<file path="src/rtl/csc_pkg.sv">
package csc_pkg;

    parameter int WAIT_W = 4;
    parameter int LANES  = 4;

    localparam int MAX_LEN = 2 + 2 * ((1 << WAIT_W) - 1);
    localparam int CNT_W   = $clog2(MAX_LEN + 1);

    typedef struct packed {
        logic              enable;
        logic              read_hold;
        logic              early_neg;
        logic              setup_dly;
        logic              ext_ack;
        logic              relax;
        logic [WAIT_W-1:0] wait_st;
    } attr_t;

    localparam int ATTR_W = $bits(attr_t);

    localparam attr_t BOOT_ATTR = '{
        enable:    1'b1,
        read_hold: 1'b0,
        early_neg: 1'b0,
        setup_dly: 1'b0,
        ext_ack:   1'b0,
        relax:     1'b0,
        wait_st:   {WAIT_W{1'b1}}
    };

    typedef enum logic [1:0] {
        PH_IDLE = 2'd0,
        PH_TURN = 2'd1,
        PH_ACT  = 2'd2
    } phase_e;

endpackage

</file>
<file path="src/rtl/csc_attr_bank.sv">
module csc_attr_bank
    import csc_pkg::*;
#(
    parameter int NUM_BANKS = 4,
    localparam int BANK_W = $clog2(NUM_BANKS)
) (
    input  logic                 clk,
    input  logic                 rst_n,
    input  logic                 cfg_we,
    input  logic [BANK_W-1:0]    cfg_bank,
    input  logic [ATTR_W-1:0]    cfg_data,
    input  logic [NUM_BANKS-1:0] req_match,
    output logic                 sel_hit,
    output attr_t                sel_attr
);

    attr_t attr_d [NUM_BANKS];
    attr_t attr_q [NUM_BANKS];

    for (genvar b = 0; b < NUM_BANKS; b++) begin : g_bank
        localparam attr_t RST_VAL = (b == 0) ? BOOT_ATTR : attr_t'('0);

        always_comb begin
            attr_d[b] = attr_q[b];
            if (cfg_we && (cfg_bank == BANK_W'(b))) begin
                attr_d[b] = attr_t'(cfg_data);
            end
        end

        always_ff @(posedge clk or negedge rst_n) begin
            if (!rst_n) begin
                attr_q[b] <= RST_VAL;
            end else begin
                attr_q[b] <= attr_d[b];
            end
        end
    end

    // Lowest-index enabled matching bank wins: scan downward so it is written last.
    always_comb begin
        sel_hit  = 1'b0;
        sel_attr = '0;
        for (int b = NUM_BANKS - 1; b >= 0; b--) begin
            if (req_match[b] && attr_q[b].enable) begin
                sel_hit  = 1'b1;
                sel_attr = attr_q[b];
            end
        end
    end

endmodule

</file>
<file path="src/rtl/csc_cycle_fsm.sv">
module csc_cycle_fsm
    import csc_pkg::*;
#(
    parameter int REGION_W = 3
) (
    input  logic                clk,
    input  logic                rst_n,
    input  logic                start,
    input  logic                hit,
    input  attr_t               attr_i,
    input  logic                req_rd,
    input  logic [REGION_W-1:0] req_region,
    input  logic [LANES-1:0]    req_be,
    input  logic                ext_ack,
    output logic                act_o,
    output logic                first_o,
    output logic                final_o,
    output logic                setup_o,
    output logic                early_o,
    output logic                rd_o,
    output logic [LANES-1:0]    be_o,
    output logic                err_o
);

    typedef struct packed {
        phase_e              ph;
        logic [CNT_W-1:0]    cnt;
        logic [CNT_W-1:0]    len;
        logic                fin;
        attr_t               at;
        logic                rd;
        logic [REGION_W-1:0] region;
        logic [LANES-1:0]    be;
        logic                err;
    } st_t;

    st_t st_d, st_q;

    logic             is_act;
    logic             is_final;
    logic             accept;
    logic             same_rd;
    logic             need_turn;
    logic             late_ack;
    logic             early_ok;
    logic [CNT_W-1:0] new_len;
    logic [CNT_W:0]   cnt_x;
    logic [CNT_W:0]   len_x;

    always_comb begin
        st_d     = st_q;
        st_d.err = 1'b0;

        cnt_x    = {1'b0, st_q.cnt};
        len_x    = {1'b0, st_q.len};
        is_act   = (st_q.ph == PH_ACT);
        is_final = is_act && (st_q.fin || (!st_q.at.ext_ack && (st_q.cnt == st_q.len)));
        late_ack = (cnt_x + (CNT_W+1)'(1)) >= len_x;
        early_ok = st_q.at.ext_ack ? (!st_q.at.relax || (st_q.cnt >= CNT_W'(2))) : !late_ack;

        accept    = start && hit && ((st_q.ph == PH_IDLE) || is_final);
        same_rd   = req_rd && st_q.rd && (req_region == st_q.region);
        need_turn = is_final && st_q.rd && st_q.at.read_hold && !same_rd;
        new_len   = CNT_W'(2) + (CNT_W'(attr_i.wait_st) << attr_i.relax);

        unique case (st_q.ph)
            PH_TURN: begin
                st_d.ph  = PH_ACT;
                st_d.cnt = CNT_W'(1);
            end
            PH_ACT: begin
                if (is_final) begin
                    st_d.ph  = PH_IDLE;
                    st_d.fin = 1'b0;
                end else begin
                    if (st_q.cnt != {CNT_W{1'b1}}) begin
                        st_d.cnt = st_q.cnt + CNT_W'(1);
                    end
                    if (ext_ack && early_ok) begin
                        st_d.fin = 1'b1;
                    end
                end
            end
            default: begin
            end
        endcase

        if (is_act && ext_ack && !st_q.at.ext_ack && !st_q.fin && late_ack) begin
            st_d.err = 1'b1;
        end

        if (accept) begin
            st_d.ph     = need_turn ? PH_TURN : PH_ACT;
            st_d.cnt    = CNT_W'(1);
            st_d.len    = new_len;
            st_d.fin    = 1'b0;
            st_d.at     = attr_i;
            st_d.rd     = req_rd;
            st_d.region = req_region;
            st_d.be     = req_be;
        end
    end

    always_ff @(posedge clk or negedge rst_n) begin
        if (!rst_n) begin
            st_q <= '0;
        end else begin
            st_q <= st_d;
        end
    end

    assign act_o   = is_act;
    assign first_o = (st_q.cnt == CNT_W'(1));
    assign final_o = is_final;
    assign setup_o = st_q.at.setup_dly;
    assign early_o = st_q.at.early_neg;
    assign rd_o    = st_q.rd;
    assign be_o    = st_q.be;
    assign err_o   = st_q.err;

endmodule

</file>
<file path="src/rtl/csc_strobe_gen.sv">
module csc_strobe_gen
    import csc_pkg::*;
(
    input  logic             act,
    input  logic             first,
    input  logic             last,
    input  logic             setup_dly,
    input  logic             early_neg,
    input  logic             rd,
    input  logic [LANES-1:0] be,
    output logic             cs_n,
    output logic             oe_n,
    output logic [LANES-1:0] we_be_n
);

    logic cs_on;

    always_comb begin
        cs_on   = act && !(setup_dly && first) && !(early_neg && last);
        cs_n    = !cs_on;
        oe_n    = !(cs_on && rd);
        we_be_n = cs_on ? ~be : {LANES{1'b1}};
    end

endmodule

</file>
<file path="src/rtl/csc_mem_cycle.sv">
module csc_mem_cycle
    import csc_pkg::*;
#(
    parameter int NUM_BANKS = 4,
    parameter int REGION_W  = 3
) (
    input  logic                         clk,
    input  logic                         rst_n,
    input  logic                         cfg_we,
    input  logic [$clog2(NUM_BANKS)-1:0] cfg_bank,
    input  logic [ATTR_W-1:0]            cfg_data,
    input  logic                         req,
    input  logic [NUM_BANKS-1:0]         req_match,
    input  logic                         req_rd,
    input  logic [REGION_W-1:0]          req_region,
    input  logic [LANES-1:0]             req_be,
    input  logic                         ext_ack,
    output logic                         cs_n,
    output logic                         oe_n,
    output logic [LANES-1:0]             we_be_n,
    output logic                         done,
    output logic                         proto_err
);

    logic             sel_hit;
    attr_t            sel_attr;
    logic             act, first, last, setup_dly, early_neg, cur_rd;
    logic [LANES-1:0] cur_be;

    csc_attr_bank #(.NUM_BANKS(NUM_BANKS)) i_attr (
        .clk       (clk),
        .rst_n     (rst_n),
        .cfg_we    (cfg_we),
        .cfg_bank  (cfg_bank),
        .cfg_data  (cfg_data),
        .req_match (req_match),
        .sel_hit   (sel_hit),
        .sel_attr  (sel_attr)
    );

    csc_cycle_fsm #(.REGION_W(REGION_W)) i_fsm (
        .clk        (clk),
        .rst_n      (rst_n),
        .start      (req),
        .hit        (sel_hit),
        .attr_i     (sel_attr),
        .req_rd     (req_rd),
        .req_region (req_region),
        .req_be     (req_be),
        .ext_ack    (ext_ack),
        .act_o      (act),
        .first_o    (first),
        .final_o    (last),
        .setup_o    (setup_dly),
        .early_o    (early_neg),
        .rd_o       (cur_rd),
        .be_o       (cur_be),
        .err_o      (proto_err)
    );

    csc_strobe_gen i_strb (
        .act       (act),
        .first     (first),
        .last      (last),
        .setup_dly (setup_dly),
        .early_neg (early_neg),
        .rd        (cur_rd),
        .be        (cur_be),
        .cs_n      (cs_n),
        .oe_n      (oe_n),
        .we_be_n   (we_be_n)
    );

    assign done = last;

endmodule

</file>
<file path="config.mk">
export PLATFORM = sky130hd
export DESIGN_NAME = csc_mem_cycle
export DESIGN_NICKNAME = d
export VERILOG_FILES = /design/src/rtl/csc_pkg.sv /design/src/rtl/csc_attr_bank.sv /design/src/rtl/csc_cycle_fsm.sv /design/src/rtl/csc_strobe_gen.sv /design/src/rtl/csc_mem_cycle.sv
export SDC_FILE = /design/constraint.sdc
export NUM_CORES = 1
export LEC_CHECK = 0
export BUFFER_PORTS_ARGS = -buffer_cell sky130_fd_sc_hd__buf_4
export CAP_MARGIN = 10
export CORE_MARGIN = 4
export CORE_UTILIZATION = 41
export DETAILED_ROUTE_END_ITERATION = 8
export HOLD_SLACK_MARGIN = 0.15
export SYNTH_ARGS = -nofsm -noshare
export SYNTH_HDL_FRONTEND = slang
export SYNTH_HIERARCHICAL = 1
export SYNTH_SLANG_ARGS = --single-unit
</file>
<file path="constraint.sdc">
create_clock -name clk -period 2.6 [get_ports clk]
set_input_delay 0.39 -clock clk [delete_from_list [all_inputs] [get_ports clk]]
set_output_delay 0.39 -clock clk [all_outputs]
set_load 0.05 [all_outputs]
</file>
==> run_results.csv <==
group,metric,value,unit
run_status,status,"complete, no violations",
synthesis,syn_area,0.003572,mm²
power,leakage,1.874,nW
detailed_routing,num_vias,2397,
critical_path,path_buf_inv,1,
power,power_density,1043,mW/mm²
critical_path,endpoint_kind,"primary output",
timing,report.final.slew_viol_count,0,
clock_network,hold_buffers,0,
critical_path,critical_path_class,"reg2out",
grt,gr-total-overflow,0,
timing,maxSlewHeadroom,42.45,%
layout,syn_to_final_growth,16.78,%
timing,setup_ws,0.1493,ns
detailed_routing,dr.first_iter.drc_count,94,
layout,antenna_cells,0,
clock_network,cts_max_level,3,
critical_path,cp.arrival,2.06,ns
place,gp_congestion,0.8158,
detailed_routing,drt-total-wl,7275,µm
detailed_routing,drc,0,
clock_network,numCtsBuffers,9,
die,start_util,42.83,%
grt,grt_max_degree,70,
timing,fmax,408.0,MHz
detailed_routing,first_pass_iters,4,
timing,worstMarginPinSlew,0.8633,ns
place,port_buffers,36,
timing,rsz0062_at_grt,"no",
clock_network,cts_max_path_buffers,2,
synthesis,synth_nets,332,
synthesis,synth_cells,293,
power,vdd.ir_drop.worst,400.0,µV
grt,grt_pass1_vias,2402,
critical_path,ff2ff_setup_slack,0.33,ns
layout,fillers,765,
layout,drive_gt1_share,39.58,%
die,ioPinCount,37,
layout,final_net_count,370,
die,placementRows,33,
clock_network,clock-sinks,69,
critical_path,critPathRequiredTime,2.21,ns
critical_path,regToRegStartpoint,"i_fsm/cnt_x[2]",
layout,layout_common_cells,"64 x dfrtp_1, 45 x mux2_2, 41 x buf_4, 21 x inv_1, 20 x nand3_1",
hold_path,hold_path.class,"in2async",
die,dieHeight,101.3,µm
timing,setup_violations,0,
clock_network,cts_tree,"yes",
detailed_routing,wl_per_cell,16.50,µm
critical_path,crit_chain,"ha_1 > nor2_1 > and4_4 > a21oi_4 > nor3_4 > a22oi_4 > nand3_1 > buf_4",
job,max-cap-violations,0,
synthesis,avgSynthCellArea,12.19,µm²
grt,antenna_found_initial,0,
place,dp_hpwl,5349,µm
critical_path,r2r_cells,8,
timing,hold_viol,0,
critical_path,r2r-end,"i_fsm/st_q[19]",
critical_path,cp_top_family,"simple AND/OR/NAND/NOR gates",
die,die_area,0.01027,mm²
grt,grt_usage,15.01,%
clock_network,clkLatencyLatePin,0.33,ns
detailed_routing,drtAntennaViolNets,0,
clock_network,clk_pin_slew,0.07,ns
layout,layout_commonest_cell,"dfrtp_1",
place,place_ws,0.2603,ns
timing,period_share,94.26,%
grt,grt_pass1_wl,12050,µm
critical_path,cpPeakStageDelay,0.38,ns
die,die_x,101.3,µm
synthesis,ys.warnings.count,6,
critical_path,startpoint_type,"register",
timing,tns,0,ns
clock_network,cts_root_buffer,"clkbuf_8",
timing,skew,0.008189,ns
timing,fin_crit,2.451,ns
critical_path,worstPathMaxFanout,6,
die,coreArea,0.008341,mm²
critical_path,slowest_stage,"dfrtp_1",
detailed_routing,vias_per_cell,5.435,
[per-layer routing]
metal | part of all wire [%] | global-route usage, %
met2 | 49 | 23.94
met1 | 45 | 20.01
met4 | 1.5 | 5.317
met5 | 0 | 0
met3 | 4.2 | 3.581
[where the power goes]
part           switching (W)  internal, W  total [W]
Clock               0.000389     0.000536   0.000925
Combinational       0.000946     0.000857    0.00180
Sequential          0.000233      0.00139    0.00162
Total                0.00157      0.00278    0.00435
[flip-flops by register name, indices dropped and copies added, names as in the netlist, 4 cells and up]
register and flops:
i_fsm/st_q 9, i_fsm/cnt_x 6, i_fsm/len_x 6, i_attr/attr_q 40
i_fsm/be_o 4
[worst max-delay path by stage]
stage | startpoint | end | slack, ns | depth (start not counted)
final | i_fsm/cnt_x[0] | oe_n | 0.15 | 8
after global routing | i_fsm/cnt_x[0] | we_be_n[1] | 0.009 | 8
after CTS | i_fsm/cnt_x[0] | we_be_n[3] | 0.03 | 8
after detailed placement | req_match[2] | i_fsm/len_x[3] | 0.26 | 9
after floorplan | i_fsm/cnt_x[0] | oe_n | 0.005 | 7
after global placement | i_fsm/cnt_x[0] | oe_n | 0.28 | 8
[layout make-up]
| type | count | area [µm²] | share of cell area [%] |
|---|---|---|---|
| repair buffers | 45 | 361.6 | 8.668 |
| well taps | 105 | 131.4 | 3.149 |
| clock inverters | 5 | 75.07 | 1.800 |
| inverters | 21 | 78.83 | 1.890 |
| clock buffers | 11 | 131.4 | 3.149 |
| multi-input cells | 185 | 1660 | 39.80 |
| flip-flops and latches | 69 | 1733 | 41.54 |
[stage by stage]
step	power, W	util [%]	hold WS [ns]	cell area (µm²)	instances
after global placement	0.003355	47.09	0.4701	3928	423
final	0.004350	50.02	0.1485	4172	441
after floorplan	0.002985	-	0.09441	3583	293
after global routing	0.004632	50.02	0.2460	4172	441
after CTS	0.004379	49.84	0.1990	4156	441
after detailed placement	0.003397	47.09	0.4609	3928	423
[repair_timing]
action	CTS	global route
pin swaps	1	1
buffers inserted	2	0
gates resized for setup	2	3
setup endpoints to repair	6	6
No activity file was read; power rests on OpenSTA's default activity.
